### config.mk
export PLATFORM = sky130hd
export DESIGN_NAME = phaseSeqTop
export DESIGN_NICKNAME = d
export VERILOG_FILES = /design/src/rtl/phaseSeqPkg.sv /design/src/rtl/phaseSeqCtrl.sv /design/src/rtl/phaseSeqStrobeReg.sv /design/src/rtl/phaseSeqTop.sv
export SDC_FILE = /design/constraint.sdc
export NUM_CORES = 1
export LEC_CHECK = 0
export BUFFER_PORTS_ARGS = -buffer_cell sky130_fd_sc_hd__buf_2
export CAP_MARGIN = 20
export CORE_UTILIZATION = 45
export DETAILED_ROUTE_END_ITERATION = 8
export PLACE_DENSITY = 0.78
export SYNTH_ARGS = -nofsm -noshare
export SYNTH_HDL_FRONTEND = slang
export SYNTH_HIERARCHICAL = 1
export SYNTH_SLANG_ARGS = --single-unit
### constraint.sdc
create_clock -name clk -period 5.6 [get_ports clk]
set_clock_uncertainty 0.2 [all_clocks]
set_input_delay 1.12 -clock clk [delete_from_list [all_inputs] [get_ports clk]]
set_output_delay 1.12 -clock clk [all_outputs]
set_load 0.05 [all_outputs]
### src/rtl/phaseSeqPkg.sv
package phaseSeqPkg;

  typedef enum logic [2:0] {
    PH_IDLE  = 3'd0,
    PH_RD1   = 3'd1,
    PH_RD2   = 3'd2,
    PH_RD3   = 3'd3,
    PH_SUM1  = 3'd4,
    PH_SUM2  = 3'd5,
    PH_SUM3  = 3'd6,
    PH_STORE = 3'd7
  } phaseT;

  // Active-high requests handed from control to the output register.
  typedef struct packed {
    logic [2:0] rd;
    logic [2:0] sum;
    logic       gain;
    logic       store;
    logic       busy;
    logic       done;
  } strobeT;

  // Phase that follows p in the program chosen by peak.
  function automatic phaseT nextPhase(input phaseT p, input logic peak);
    case (p)
      PH_RD1:  nextPhase = PH_RD2;
      PH_RD2:  nextPhase = peak ? PH_SUM1 : PH_RD3;
      PH_RD3:  nextPhase = PH_SUM1;
      PH_SUM1: nextPhase = PH_SUM2;
      PH_SUM2: nextPhase = peak ? PH_STORE : PH_SUM3;
      PH_SUM3: nextPhase = PH_STORE;
      default: nextPhase = PH_IDLE;
    endcase
  endfunction

  function automatic phaseT readPhaseOf(input int idx);
    case (idx)
      0:       readPhaseOf = PH_RD1;
      1:       readPhaseOf = PH_RD2;
      default: readPhaseOf = PH_RD3;
    endcase
  endfunction

  function automatic phaseT sumPhaseOf(input int idx);
    case (idx)
      0:       sumPhaseOf = PH_SUM1;
      1:       sumPhaseOf = PH_SUM2;
      default: sumPhaseOf = PH_SUM3;
    endcase
  endfunction

endpackage

### src/rtl/phaseSeqCtrl.sv
module phaseSeqCtrl
  import phaseSeqPkg::*;
#(
  parameter int PULSE_CYCLES = 1,
  parameter int GAP_CYCLES   = 1,
  parameter int NUM_STROBES  = 3
) (
  input  logic   clk,
  input  logic   rstN,
  input  logic   start,
  input  logic   peakMode,
  output strobeT strobeNext
);

  localparam int CNT_MAX = (PULSE_CYCLES > GAP_CYCLES) ? PULSE_CYCLES : GAP_CYCLES;
  localparam int CNT_W   = (CNT_MAX > 1) ? $clog2(CNT_MAX) : 1;
  localparam logic [CNT_W-1:0] PULSE_LAST = CNT_W'(PULSE_CYCLES - 1);
  localparam logic [CNT_W-1:0] GAP_LAST   = CNT_W'(GAP_CYCLES - 1);

  phaseT            phaseQ, phaseN;
  logic             gapQ, gapN;
  logic             peakQ, peakN;
  logic [CNT_W-1:0] cntQ, cntN;

  // Next-state: idle waits for start; otherwise count pulse, then gap.
  always_comb begin
    phaseN = phaseQ;
    gapN   = gapQ;
    peakN  = peakQ;
    cntN   = cntQ;
    if (phaseQ == PH_IDLE) begin
      if (start) begin
        phaseN = PH_RD1;
        gapN   = 1'b0;
        cntN   = '0;
        peakN  = peakMode;
      end
    end else if (!gapQ) begin
      if (cntQ == PULSE_LAST) begin
        gapN = 1'b1;
        cntN = '0;
      end else begin
        cntN = cntQ + 1'b1;
      end
    end else begin
      if (cntQ == GAP_LAST) begin
        phaseN = nextPhase(phaseQ, peakQ);
        gapN   = 1'b0;
        cntN   = '0;
      end else begin
        cntN = cntQ + 1'b1;
      end
    end
  end

  always_ff @(posedge clk or negedge rstN) begin
    if (!rstN) begin
      phaseQ <= PH_IDLE;
      gapQ   <= 1'b0;
      peakQ  <= 1'b0;
      cntQ   <= '0;
    end else begin
      phaseQ <= phaseN;
      gapQ   <= gapN;
      peakQ  <= peakN;
      cntQ   <= cntN;
    end
  end

  // Decode from next state so the registered strobes line up with it.
  logic                   pulseN;
  logic [NUM_STROBES-1:0] rdReq, sumReq;

  assign pulseN = !gapN && (phaseN != PH_IDLE);

  for (genvar i = 0; i < NUM_STROBES; i++) begin : g_req
    assign rdReq[i]  = pulseN && (phaseN == readPhaseOf(i));
    assign sumReq[i] = pulseN && (phaseN == sumPhaseOf(i));
  end

  always_comb begin
    strobeNext       = '0;
    strobeNext.rd    = rdReq;
    strobeNext.sum   = sumReq;
    strobeNext.store = pulseN && (phaseN == PH_STORE);
    strobeNext.busy  = (phaseN != PH_IDLE);
    strobeNext.done  = (phaseN == PH_STORE) && gapN && (cntN == '0);
    if (peakN)
      strobeNext.gain = (phaseN == PH_SUM1) || ((phaseN == PH_SUM2) && pulseN);
    else
      strobeNext.gain = |sumReq;
  end

endmodule

### src/rtl/phaseSeqStrobeReg.sv
module phaseSeqStrobeReg
  import phaseSeqPkg::*;
(
  input  logic       clk,
  input  logic       rstN,
  input  strobeT     strobeNext,
  output logic [2:0] readN,
  output logic [2:0] sumN,
  output logic       gainRedN,
  output logic       storeN,
  output logic       busy,
  output logic       done
);

  strobeT strobeQ;

  always_ff @(posedge clk or negedge rstN) begin
    if (!rstN) strobeQ <= '0;
    else       strobeQ <= strobeNext;
  end

  assign readN    = ~strobeQ.rd;
  assign sumN     = ~strobeQ.sum;
  assign gainRedN = ~strobeQ.gain;
  assign storeN   = ~strobeQ.store;
  assign busy     = strobeQ.busy;
  assign done     = strobeQ.done;

endmodule

### src/rtl/phaseSeqTop.sv
module phaseSeqTop
  import phaseSeqPkg::*;
#(
  parameter int PULSE_CYCLES = 1,
  parameter int GAP_CYCLES   = 1
) (
  input  logic       clk,
  input  logic       rstN,
  input  logic       start,
  input  logic       peakMode,
  output logic [2:0] readN,
  output logic [2:0] sumN,
  output logic       gainRedN,
  output logic       storeN,
  output logic       busy,
  output logic       done
);

  strobeT strobeNext;

  phaseSeqCtrl #(
    .PULSE_CYCLES(PULSE_CYCLES),
    .GAP_CYCLES  (GAP_CYCLES),
    .NUM_STROBES (3)
  ) ctrl (
    .clk       (clk),
    .rstN      (rstN),
    .start     (start),
    .peakMode  (peakMode),
    .strobeNext(strobeNext)
  );

  phaseSeqStrobeReg outReg (
    .clk       (clk),
    .rstN      (rstN),
    .strobeNext(strobeNext),
    .readN     (readN),
    .sumN      (sumN),
    .gainRedN  (gainRedN),
    .storeN    (storeN),
    .busy      (busy),
    .done      (done)
  );

endmodule

==> results.ini, run 1 <==
[outcome]
outcome=finished with violations
violations=DRC

[finish]
fin_nets=89
final_cell_mix=16 x dfrtp_1, 13 x buf_2, 11 x inv_1
num-fill-cells=134
layout-drive-gt1-share_pct=35.71
synthToLayoutAreaGrowth_pct=13.08
layout_commonest_cell=dfrtp_1
diodes=0

[setup_path]
cp-start-kind=flop
worstPathMaxFanout=1
cp.arrival_ns=0.96
endpoint_kind=output port
cp_data_required_time_ns=4.28
crit_start=outReg/strobeQ[6]
critPathKind=flop to output port
reg2reg_from=ctrl/phaseQ[0]

[hold_path]
worst_hold_path_type=flop to flop
hold_path.startpoint=ctrl/cntQ

[floorplanning]
die_w_um=43.76
num_io_pins=14
die_h_um=43.76
dieArea_sq_mm=0.001915
initial_core_util_pct=50.32
num_rows=14
coreArea_sq_mm=0.001559

[synthesis]
yosys_warnings=6
synth_top_area_cell=dfrtp_1
synth_top_area_share_pct=51.04
synthTopCellsByArea=dfrtp_1 51%, inv_1 5.3%, nor4_1 3.2%
netlist_instances=69
synth.distinct_cells=33
syn-num-nets=73
avgSynthCellArea_sq_um=11.37
yosys_register_bits=16
syn_area_sq_um=784.5
seq_area_frac_synth_pct=51.04

[timing]
final_hold_viol_count=0
slew_headroom_pct=61.56
setup_tns_ns=0
worst_hold_slack_ns=0.4491
finalWorstPathRequiredPeriod_ns=2.278
fin_crit_sh_pct=40.69
tightest_slew_ns=0.5654
final_max_slew_viol_count=0
final-setup-viol-count=0
rsz0062_at_grt=no
clock.fmax_mhz=438.9

[placed_design]
hpwl_um=1001
place_congestion=0.7543
portBuffers=13

[clock_tree]
cts_buffer_depth=2
cts_root_buf=clkbuf_4
hold_buffers=0
cts_setup_buffers=0
cts_buffers=3
clk_transition_reported_paths_ns=0.09
htree_levels=1
cts_tree=built
worstSkewPairLatency_ns=0.28
cts_resized=0
clkSinkCount=16

[detailed_routing]
via_count=532
antenna_left=0
drt_iter0_markers=11
first_pass_iters=6
routed_wl_um=1400
drc=1
wl_per_cell_um=14.00
vias_per_cell=5.320

[global_route]
grt_pass1_vias=521
grt_pass1_wl_um=2408
antenna_found_initial=0
track_usage_pct=17.73
grt_max_degree=17
grt_remaining_overflow=0

[job]
drv_cap=0

==> state kept, by name (all words and copies together) (netlist names) <==
name	count
ctrl/cntQ	1
outReg/strobeQ	8
ctrl/phaseQ	3
outReg/done	1
ctrl/gapQ	1
outReg/busy	1
ctrl/peakQ	1
==> worst paths after layout <==
check	to	slack, ns	cells after the start
setup / recovery	sumN[2]	3.32	2
hold / removal	ctrl/cntQ	0.45	1
setup reg to reg	outReg/strobeQ[7]	3.57	4
hold reg to reg	ctrl/cntQ	0.45	1
max in group asynchronous	ctrl/phaseQ[0]	4.43	1
min in group asynchronous	outReg/done	0.53	1
==> cells by family (layout without fill, tap and decap cells) <==
logic type      Yosys count  after routing  synth area share [%]
mux                       3              3                 5.103
simple gates             27             27                 24.08
flops                    16             16                 51.04
buf+inv                  14             29                 8.454
compound gates            8              8                 10.21
xor+xnor                  1              1                 1.117
==> per-layer routing <==
metal / track usage [%] / up-vias / part of all wire, %
li1: - / 274 / -
met1: 24.39 / 245 / 45
met2: 27.16 / 11 / 50
met3: 2.500 / 2 / 3.6
met4: 9.375 / 0 / 1.1
met5: 0 / - / 0
==> metrics by stage <==
stage,cells,util (%),setup slack [ns],area (sq um)
floorplan,69,-,3.238,784.5
global placement,96,54.57,3.071,850.8
detailed placement,96,54.57,3.037,850.8
CTS,100,56.90,3.311,887.1
global route,100,56.90,3.257,887.1
finish,100,56.90,3.322,887.1
==> Yosys cell counts <==
master	instances
and2_1	1
o21bai_1	1
dfrtp_1	16
inv_1	11
nand3_1	1
nor4b_1	1
a221oi_2	1
or3_1	1
nand2b_1	2
xor2_1	1
a211oi_2	1
o31ai_1	1
nor4b_2	1
nor2b_4	1
mux2_4	1
and4_2	1
nor4_1	4
buf_6	1
a31oi_1	1
nor4_2	1
buf_4	1
nor2_1	5
nand3b_1	2
o211ai_1	1
nor3_1	3
inv_4	1
nor3b_1	1
o22ai_2	1
mux2_2	1
mux2i_2	1
nand2_1	1
nand2b_4	1
a21boi_2	1
==> critical path, cell delays in order (launching register included) <==
cell and delay, ns:
dfrtp_1 0.38, inv_1 0.05, buf_2 0.25
==> cell type report <==
class / count / area (sq um) / share of cell area [%]
Sequential cell: 16 / 400.4 / 45.13
Multi-Input combinational cell: 39 / 317.8 / 35.83
Timing Repair Buffer: 13 / 65.06 / 7.334
Inverter: 12 / 47.55 / 5.360
Clock buffer: 4 / 36.28 / 4.090
Tap cell: 16 / 20.02 / 2.257
Power of run 1 is left out: the tool's default activity adds up to more than one toggle a clock period on the data nets, which glitch-free logic cannot reach.
==> inputs of run 2 (changes only) <==
--- a/config.mk
+++ b/config.mk
@@ -9,7 +9,7 @@
 export CAP_MARGIN = 20
 export CORE_UTILIZATION = 45
 export DETAILED_ROUTE_END_ITERATION = 8
-export PLACE_DENSITY = 0.78
+export PLACE_DENSITY = 0.8
 export SYNTH_ARGS = -nofsm -noshare
 export SYNTH_HDL_FRONTEND = slang
 export SYNTH_HIERARCHICAL = 1
==> constraint.sdc (replaced) <==
create_clock -name clk -period 1.9 [get_ports clk]
set_clock_uncertainty 0.2 [all_clocks]
set_input_delay 0.38 -clock clk [delete_from_list [all_inputs] [get_ports clk]]
set_output_delay 0.38 -clock clk [all_outputs]
set_load 0.05 [all_outputs]
==> results.ini, run 2 (synthesis results as in run 1) <==
[clock_tree]
cts_buffers=3  ; unchanged
cts_buffer_depth=2  ; unchanged
worstSkewPairLatency_ns=0.28  ; about the same
clk_transition_reported_paths_ns=0.09  ; about the same
cts_root_buf=clkbuf_4
cts_tree=built
cts_setup_buffers=0  ; unchanged
htree_levels=1  ; unchanged
clkSinkCount=16  ; unchanged

[floorplanning]
num_rows=14  ; unchanged
dieArea_sq_mm=0.001915  ; unchanged
die_h_um=43.76  ; unchanged
initial_core_util_pct=50.32  ; unchanged
die_w_um=43.76  ; unchanged
coreArea_sq_mm=0.001559  ; unchanged
num_io_pins=14  ; unchanged

[timing]
slew_headroom_pct=77.39  ; +16 points
final_hold_viol_count=0  ; unchanged
tightest_slew_ns=0.3392  ; -0.2262 ns
rsz0062_at_grt=no
fin_crit_sh_pct=94.29
setup_tns_ns=0  ; unchanged
final-setup-viol-count=0  ; unchanged
worst_hold_slack_ns=0.1627  ; -0.2864 ns
finalWorstPathRequiredPeriod_ns=1.792
clock.fmax_mhz=558.2
final_max_slew_viol_count=0  ; unchanged

[hold_path]
worst_hold_path_type=primary input to flop
hold_path.startpoint=peakMode

[placed_design]
portBuffers=13  ; unchanged
hpwl_um=1087  ; +8.6%
place_congestion=0.7610  ; +0.89%
dpl-instance-area_sq_um=903.4  ; +6.2%
place_inst=103  ; +7.3%

[finish]
reg_top3=outReg/strobeQ (8), ctrl/phaseQ (3)
fin_nets=97  ; +9.0%
regMostFlops=outReg/strobeQ
synthToLayoutAreaGrowth_pct=21.05
final_cell_mix=16 x dfrtp_1, 13 x buf_2, 11 x inv_1
layout_commonest_cell=dfrtp_1
diodes=0  ; unchanged
final_cell_area_sq_um=949.7  ; +7.1%
layout-drive-gt1-share_pct=40.22  ; +4.5 points
largest_register_ffs=8  ; unchanged
instances_no_fill=108  ; +8.0%

[outcome]
violations=DRC
outcome=finished with violations

[setup_path]
endpoint_kind=flop
critPathKind=flop to flop
slowest_delay_ns=0.39  ; about the same
slowest_stage=dfrtp_1
cp_data_required_time_ns=1.87  ; -2.41 ns
crit_chain=buf_4 -> nor3_1 -> mux2i_2 -> nor2_1 -> and4_2
cp.arrival_ns=1.76  ; +0.80 ns
crit_start=ctrl/phaseQ[0]
worstPathMaxFanout=9  ; +8
reg2reg_from=ctrl/phaseQ[0]
cp-start-kind=flop

[global_route]
grt_remaining_overflow=0  ; unchanged
grt_max_degree=17  ; unchanged
antenna_found_initial=0  ; unchanged
grt_pass1_vias=561  ; +7.7%
track_usage_pct=16.74  ; -1.0 points
grt_pass1_wl_um=2318  ; -3.7%

[detailed_routing]
via_count=586  ; +10%
antenna_left=0  ; unchanged
drc=2  ; +1
routed_wl_um=1344  ; -4.0%
drt_iter0_markers=7  ; -4
wl_per_cell_um=12.44  ; -11%
first_pass_iters=5  ; -1
vias_per_cell=5.426  ; +2.0%

[job]
drv_cap=0  ; unchanged

## run 2: cell types whose count changed in the layout (fill, tap and decap cells not counted)
cell	before	now
buf_4	0	7
dlygate4sd3_1	0	1
## run 2: final cells by class
class | instances | area (sq um)
fillers | 134 | 609.3
flip-flops and latches | 16 | 400.4
multi-input cells | 39 | 317.8
repair buffers | 21 | 127.6
inverters | 12 | 47.55
clock buffers | 4 | 36.28
well taps | 16 | 20.02
## run 2: what timing repair did
item / in CTS / in global routing
setup endpoints to repair: 0 / 0
resized for setup: 0 / 0
endpoints found under the hold margin: 16 / 0
hold buffers: 1 / 0
## run 2: path summary, 6_finish.rpt
check                               endpoint  slack, ns  cells past startpoint
max in group asynchronous          ctrl/cntQ       0.92                      2
setup / recovery           outReg/strobeQ[7]       0.11                      5
hold reg to reg                    ctrl/cntQ       0.44                      1
setup reg to reg           outReg/strobeQ[7]       0.11                      5
hold / removal                    ctrl/peakQ       0.16                      2
min in group asynchronous  outReg/strobeQ[9]       0.32                      2
## run 2: metal layers
| metal | up-vias | GRT usage [%] | part of all wire [%] |
|---|---|---|---|
| li1 | 286 | - | - |
| met1 | 285 | 18.87 | 43 |
| met2 | 13 | 30.75 | 51 |
| met3 | 2 | 6.250 | 5.3 |
| met4 | 0 | 1.875 | 0.45 |
| met5 | - | 0 | 0 |
## run 2: stage by stage
| stage | worst slack [ns] | utilization, % |
|---|---|---|
| global route | 0.006560 | 60.91 |
| floorplan | 0.08164 | - |
| detailed placement | 0.06999 | 57.95 |
| finish | 0.1084 | 60.91 |
| CTS | 0.08628 | 60.91 |
| global placement | 0.1007 | 57.95 |
## run 2: critical path, delay by kind of cell, from the launching register on
family | cells | cell delay (ns)
muxes | 1 | 0.34
buffers and inverters | 1 | 0.17
DFF | 1 | 0.39
and+or+nand+nor | 3 | 0.57
Power of run 2 is left out for the same reason.
